[src/rtl/fp16_sqrt_pkg.sv]
package fp16_sqrt_pkg;

    localparam int EXP_W   = 5;
    localparam int FRAC_W  = 10;
    localparam int FP_W    = 1 + EXP_W + FRAC_W;
    localparam int BIAS    = (1 << (EXP_W - 1)) - 1;
    localparam int MANT_W  = FRAC_W + 1;          // with hidden one
    localparam int ROOT_W  = MANT_W + 1;          // plus guard bit
    localparam int RAD_W   = 2 * ROOT_W;          // radicand bits consumed
    localparam int REM_W   = ROOT_W + 2;          // partial remainder
    localparam int EXPS_W  = EXP_W + 3;           // signed exponent math
    localparam int LZ_W    = $clog2(FRAC_W + 1);
    localparam int CNT_W   = $clog2(ROOT_W + 1);

    localparam logic [FP_W-1:0] DEFAULT_QNAN =
        {1'b0, {EXP_W{1'b1}}, 1'b1, {(FRAC_W-1){1'b0}}};

    typedef logic signed [EXPS_W-1:0] sexp_t;

    typedef enum logic [1:0] {
        RM_NEAREST = 2'b00,
        RM_DOWN    = 2'b01,
        RM_UP      = 2'b10,
        RM_ZERO    = 2'b11
    } rmode_e;

    typedef enum logic [1:0] {
        ST_IDLE,
        ST_ROOT,
        ST_FIN
    } state_e;

    typedef struct packed {
        logic              bypass;     // result fixed without root
        logic [FP_W-1:0]   fixed_res;
        logic              invalid;
        logic              denorm;
        logic [RAD_W-1:0]  radicand;
        logic [EXP_W-1:0]  res_exp;    // biased, before carry
    } unpack_t;

    function automatic logic [LZ_W-1:0] lead_zeros(input logic [FRAC_W-1:0] v);
        logic [LZ_W-1:0] n;
        logic            seen;
        n    = '0;
        seen = 1'b0;
        for (int i = FRAC_W - 1; i >= 0; i--) begin
            if (!seen) begin
                if (v[i]) seen = 1'b1;
                else      n = n + 1'b1;
            end
        end
        return n;
    endfunction

endpackage

[src/rtl/fp16_sqrt_unpack.sv]
module fp16_sqrt_unpack
    import fp16_sqrt_pkg::*;
(
    input  logic [FP_W-1:0] op_i,
    output unpack_t         unp_o
);

    logic              sgn;
    logic [EXP_W-1:0]  ex;
    logic [FRAC_W-1:0] fr;
    logic              is_zero, is_sub, is_inf, is_nan;
    logic [LZ_W-1:0]   lz;
    logic [LZ_W-1:0]   shamt;
    logic [MANT_W-1:0] mant;
    logic [ROOT_W-1:0] mant_even;
    sexp_t             unb, unb_even, half;

    assign sgn = op_i[FP_W-1];
    assign ex  = op_i[FP_W-2 -: EXP_W];
    assign fr  = op_i[FRAC_W-1:0];

    assign is_zero = (ex == '0) && (fr == '0);
    assign is_sub  = (ex == '0) && (fr != '0);
    assign is_inf  = (ex == '1) && (fr == '0);
    assign is_nan  = (ex == '1) && (fr != '0);

    assign lz    = lead_zeros(fr);
    assign shamt = lz + 1'b1;

    always_comb begin
        if (is_sub) begin
            mant = MANT_W'({1'b0, fr} << shamt);
            unb  = sexp_t'(1 - BIAS) - sexp_t'(shamt);
        end else begin
            mant = {1'b1, fr};
            unb  = sexp_t'(ex) - sexp_t'(BIAS);
        end
        if (unb[0]) begin
            mant_even = {mant, 1'b0};
            unb_even  = unb - sexp_t'(1);
        end else begin
            mant_even = {1'b0, mant};
            unb_even  = unb;
        end
        half = unb_even >>> 1;
    end

    always_comb begin
        unp_o.radicand  = {mant_even, {ROOT_W{1'b0}}};
        unp_o.res_exp   = EXP_W'(half + sexp_t'(BIAS));
        unp_o.denorm    = is_sub;
        unp_o.bypass    = 1'b1;
        unp_o.invalid   = 1'b0;
        unp_o.fixed_res = op_i;
        if (is_nan) begin
            unp_o.fixed_res[FRAC_W-1] = 1'b1;
            unp_o.invalid             = !fr[FRAC_W-1];
        end else if (is_zero) begin
            unp_o.fixed_res = op_i;
        end else if (sgn) begin
            unp_o.fixed_res = DEFAULT_QNAN;
            unp_o.invalid   = 1'b1;
        end else if (is_inf) begin
            unp_o.fixed_res = op_i;
        end else begin
            unp_o.bypass = 1'b0;
        end
    end

endmodule

[src/rtl/fp16_sqrt_root.sv]
module fp16_sqrt_root
    import fp16_sqrt_pkg::*;
(
    input  logic              clk,
    input  logic              rst,
    input  logic              load_i,
    input  logic [RAD_W-1:0]  radicand_i,
    input  logic              step_i,
    output logic [ROOT_W-1:0] root_o,
    output logic              sticky_o
);

    logic [RAD_W-1:0]  pend_q;
    logic [REM_W-1:0]  rem_q;
    logic [ROOT_W-1:0] root_q;
    logic [REM_W-1:0]  rem_sh, trial;
    logic              fits;

    assign rem_sh = {rem_q[REM_W-3:0], pend_q[RAD_W-1 -: 2]};
    assign trial  = {root_q, 2'b01};
    assign fits   = (rem_sh >= trial);

    always_ff @(posedge clk) begin
        if (rst) begin
            pend_q <= '0;
            rem_q  <= '0;
            root_q <= '0;
        end else if (load_i) begin
            pend_q <= radicand_i;
            rem_q  <= '0;
            root_q <= '0;
        end else if (step_i) begin
            pend_q <= pend_q << 2;
            rem_q  <= fits ? (rem_sh - trial) : rem_sh;
            root_q <= {root_q[ROOT_W-2:0], fits};
        end
    end

    assign root_o   = root_q;
    assign sticky_o = |rem_q;


    rem_bound_chk: assert property (@(posedge clk) disable iff (rst)
        rem_q <= {1'b0, root_q, 1'b0});

endmodule

[src/rtl/fp16_sqrt_round.sv]
module fp16_sqrt_round
    import fp16_sqrt_pkg::*;
(
    input  logic [ROOT_W-1:0] root_i,
    input  logic              sticky_i,
    input  logic [EXP_W-1:0]  exp_i,
    input  rmode_e            rmode_i,
    output logic [FP_W-1:0]   result_o,
    output logic              inexact_o
);

    logic              guard, lsb, bump;
    logic [MANT_W:0]   sum;
    logic              carry;

    assign guard = root_i[0];
    assign lsb   = root_i[1];

    always_comb begin
        case (rmode_i)
            RM_NEAREST: bump = guard & (sticky_i | lsb);
            RM_UP:      bump = guard | sticky_i;
            default:    bump = 1'b0;  // operand positive: down == zero
        endcase
    end

    assign sum       = {1'b0, root_i[ROOT_W-1:1]} + {{MANT_W{1'b0}}, bump};
    assign carry     = sum[MANT_W];
    assign result_o  = {1'b0, exp_i + {{(EXP_W-1){1'b0}}, carry}, sum[FRAC_W-1:0]};
    assign inexact_o = guard | sticky_i;

endmodule

[src/rtl/fp16_sqrt_core.sv]
module fp16_sqrt_core
    import fp16_sqrt_pkg::*;
(
    input  logic             clk,
    input  logic             rst,
    input  logic             start_i,
    input  logic [FP_W-1:0]  operand_i,
    input  logic [1:0]       rmode_i,
    output logic             done_o,
    output logic [FP_W-1:0]  result_o,
    output logic             flag_invalid_o,
    output logic             flag_denormal_o,
    output logic             flag_inexact_o
);

    state_e            state_q;
    logic [CNT_W-1:0]  cnt_q;
    unpack_t           unp, unp_q;
    rmode_e            rm_q;
    logic              accept;
    logic [ROOT_W-1:0] root;
    logic              sticky;
    logic [FP_W-1:0]   rnd_res;
    logic              rnd_inexact;

    assign accept = (state_q == ST_IDLE) && start_i;

    fp16_sqrt_unpack u_unpack (
        .op_i  (operand_i),
        .unp_o (unp)
    );

    fp16_sqrt_root u_root (
        .clk        (clk),
        .rst        (rst),
        .load_i     (accept),
        .radicand_i (unp.radicand),
        .step_i     (state_q == ST_ROOT),
        .root_o     (root),
        .sticky_o   (sticky)
    );

    fp16_sqrt_round u_round (
        .root_i    (root),
        .sticky_i  (sticky),
        .exp_i     (unp_q.res_exp),
        .rmode_i   (rm_q),
        .result_o  (rnd_res),
        .inexact_o (rnd_inexact)
    );

    always_ff @(posedge clk) begin
        if (rst) begin
            state_q         <= ST_IDLE;
            cnt_q           <= '0;
            unp_q           <= '0;
            rm_q            <= RM_NEAREST;
            done_o          <= 1'b0;
            result_o        <= '0;
            flag_invalid_o  <= 1'b0;
            flag_denormal_o <= 1'b0;
            flag_inexact_o  <= 1'b0;
        end else begin
            done_o <= 1'b0;
            case (state_q)
                ST_IDLE: if (start_i) begin
                    unp_q   <= unp;
                    rm_q    <= rmode_e'(rmode_i);
                    cnt_q   <= CNT_W'(ROOT_W);
                    state_q <= ST_ROOT;
                end
                ST_ROOT: begin
                    cnt_q <= cnt_q - 1'b1;
                    if (cnt_q == CNT_W'(1)) state_q <= ST_FIN;
                end
                default: begin
                    done_o          <= 1'b1;
                    result_o        <= unp_q.bypass ? unp_q.fixed_res : rnd_res;
                    flag_invalid_o  <= unp_q.invalid;
                    flag_denormal_o <= unp_q.denorm;
                    flag_inexact_o  <= !unp_q.bypass && rnd_inexact;
                    state_q         <= ST_IDLE;
                end
            endcase
        end
    end


    done_pulse_chk: assert property (@(posedge clk) disable iff (rst)
        done_o |=> !done_o);


    busy_hold_chk: assert property (@(posedge clk) disable iff (rst)
        (state_q != ST_IDLE) |=> $stable(unp_q) && $stable(rm_q));


    invalid_nan_chk: assert property (@(posedge clk) disable iff (rst)
        (done_o && flag_invalid_o) |->
            (result_o[FP_W-2 -: EXP_W] == '1) && result_o[FRAC_W-1]);


    inexact_finite_chk: assert property (@(posedge clk) disable iff (rst)
        (done_o && flag_inexact_o) |->
            !result_o[FP_W-1] && (result_o[FP_W-2 -: EXP_W] != '0) &&
            (result_o[FP_W-2 -: EXP_W] != '1));

endmodule

[config.mk]
export PLATFORM = sky130hd
export DESIGN_NAME = fp16_sqrt_core
export DESIGN_NICKNAME = d
export VERILOG_FILES = /design/src/rtl/fp16_sqrt_pkg.sv /design/src/rtl/fp16_sqrt_unpack.sv /design/src/rtl/fp16_sqrt_root.sv /design/src/rtl/fp16_sqrt_round.sv /design/src/rtl/fp16_sqrt_core.sv
export SDC_FILE = /design/constraint.sdc
export NUM_CORES = 1
export LEC_CHECK = 0
export BUFFER_PORTS_ARGS = -buffer_cell sky130_fd_sc_hd__buf_4
export CORE_MARGIN = 3
export CORE_UTILIZATION = 34
export CTS_CLUSTER_SIZE = 12
export DETAILED_ROUTE_END_ITERATION = 10
export PLACE_DENSITY = 0.55
export SLEW_MARGIN = 5
export SYNTH_ARGS = -nofsm -noshare
export SYNTH_HDL_FRONTEND = slang
export SYNTH_SLANG_ARGS = --single-unit
[constraint.sdc]
create_clock -name clk -period 7.8 [get_ports clk]
set_input_delay 0.78 -clock clk [delete_from_list [all_inputs] [get_ports clk]]
set_output_delay 0.78 -clock clk [all_outputs]
set_load 0.01 [all_outputs]
==> qor.yml <==
initial_utilization: 0.353
max_cap_viol_count: 0
h-tree-depth: 3
insertion_delay_ps: 340
cp-end-kind: "flip-flop"
grt_setup_unrepaired: "no"
routed_via_density: 5.34
antenna_found_initial: 0
ios: 41
synth_edf_count: 0
drt_drc_violations_left: 0
nets: 825
critPathMaxFanout: 9
path_common_cell: "ha_1"
report.final.slew_viol_count: 0
hold_path_class: "reg2reg"
synthArstFlopShare: 0
setup_total_negative_slack_ps: 0
cp.required_ps: 8080
total_leakage_power_nw: 2.58
dieArea_sq_um: 19200
ant_nets: 0
coreArea_sq_um: 16900
grt_pass1_wl_um: 26600
holdPathStages: 2
first_pass_iters: 5
slew_headroom: 0.287
cpPeakStageDelay_ps: 520
synth_top_area_cell: "dfxtp_1"
root_buffer: "clkbuf_16"
cts_hold_buf: 0
synth.area.top_cells: "dfxtp_1 (30%), ha_1 (6.9%), mux2i_1 (6.9%)"
worst_slew_pin_slew_ps: 1070
synthFlopType: "dfxtp_1"
yosysUniqueCellTypes: 66
crit_path_top_delay_cell: "or4_1"
yosys_warnings: 0
clock.fmax_ghz: 0.143
grt_usage: 0.166
overflow: 0
clockBufferDepth: 2
routabilityCongestion: 0.858
peakVddDrop_v: 0.000106
layout-drive-gt1-share: 0.104
fin_crit_ps: 7010
layout_commonest_cell: "nand2_1"
nFillCells: 1744
ys_seq_area_frac: 0.302
synth_top_cell_area_share: 0.302
drtIter0Drc: 333
post-route-period-util: 0.899
cts_buffers: 9
r2r_cells: 10
postSynthNetCount: 818
grt_pass1_vias: 5241
synth_cells: 764
outcome: "finished, final reports clean"
grt_max_degree: 55
post-cts-setup-buffer-count: 0
finClkSkew_ps: 8.54
power_density_nw_per_um2: 195
num_vias: 5318
syn_area_sq_um: 5970
avgSynthCellArea_sq_um: 7.81
num_antenna_cells: 0
num_rows: 47
place_hpwl_um: 11800
clkSlewWorstSetupHoldPaths_ps: 70
die_w_um: 138
drt_wl_total_um: 16000
cts_tree: "yes"
clock-sinks: 90
wl_per_cell_um: 16.1
final_cell_mix: "nand2_1 (93), dfxtp_1 (90), nor2_1 (75), a21oi_1 (66)"
cp-start-kind: "input pin"
crit_type: "in2reg"
port_buffers: 40
setup_violations: 0
hold_viol: 0
die_y_um: 138
areaGrowthSynthToFinish_pct: 12.2
crit_arrival_ps: 7290
ys_seq_elements: 90
ctsResizeCount: 0
fin_hold_ws_ps: 454
[layout make-up]
class	instances	area, sq um	share of cell area
Inverter	34	128	0.0191
Multi-Input combinational cell	590	3820	0.571
Sequential cell	90	1800	0.269
Timing Repair Buffer	46	345	0.0516
Clock inverter	4	73.8	0.0110
Tap cell	220	275	0.0411
Clock buffer	12	246	0.0368
[cell usage after synthesis (all sizes together) (4+ instances only)]
library cell	n
and2	5
xor2	9
inv	34
a21o	8
nor4	7
buf	11
nand3b	4
mux2i	41
o21ai	47
o211ai	4
and3	5
a21boi	4
nor3	21
nand2	93
a211oi	19
a221o	7
a21oi	67
nor2	76
nand3	20
a22o	8
or4	4
xnor2	24
mux2	4
o22ai	4
clkbuf	39
nand4	6
nor2b	10
dfxtp	90
nand2b	10
o21a	6
a31oi	5
ha	33
[through the flow]
step	std cells	util	setup slack (ps)	cell area (sq um)	total power, mW
floorplan	764	-	840	5970	0.770
CTS	996	0.397	760	6690	1.32
finish	996	0.397	790	6690	1.30
detailed placement	980	0.378	432	6370	0.844
global route	996	0.397	175	6690	1.38
global placement	980	0.378	639	6370	0.845
[routing by layer]
metal / vias to the layer above / part of all wire / track usage
met5: - / 0 / 0
met4: 0 / 0.011 / 0.0489
met3: 11 / 0.046 / 0.0242
met2: 114 / 0.44 / 0.260
met1: 2466 / 0.50 / 0.236
li1: 2727 / - / -
[path summary, 6_finish.rpt]
| check | startpoint | endpoint | slack [ps] |
|---|---|---|---|
| setup reg to reg | u_root.root_o[3] | u_root.rem_q[1] | 4470 |
| hold / removal | unp_q[39] | unp_q[39] | 450 |
| hold reg to reg | unp_q[39] | unp_q[39] | 450 |
| setup / recovery | operand_i[8] | unp_q[2] | 790 |
[power by group]
group	switching [mW]	leakage (nW)	internal [mW]	total, mW
registers	0.0216	0.734	0.484	0.506
clock network	0.178	0.157	0.290	0.469
logic	0.191	1.69	0.138	0.329
[registers in the layout, summed over array words and instances, names as in the netlist, 2 cells and up]
signal,count
unp_q,24
result_o,16
u_root.rem_q,14
u_root.pend_q,12
u_root.root_o,12
cnt_q,4
rm_q,2
state_q,2
[cells by family (layout without fill, tap and decap cells)]
logic type,after synthesis,in the layout,share of synthesized area
compound gates,208,208,0.232
xor+xnor,34,34,0.0522
fa+ha+maj,33,33,0.0692
buf+inv,84,96,0.0583
flops,90,90,0.302
mux,45,45,0.0763
simple gates,270,270,0.210
[worst max-delay path: cells and delay by family]
family	cells	cell delay, ps
AO/OA/AOI/OAI	8	1380
buffers and inverters	1	150
XOR/XNOR	1	140
adder cells (fa/ha/maj)	9	2560
AND/OR/NAND/NOR	9	1610
multiplexers	4	660
(Power assumes the default switching activity.)
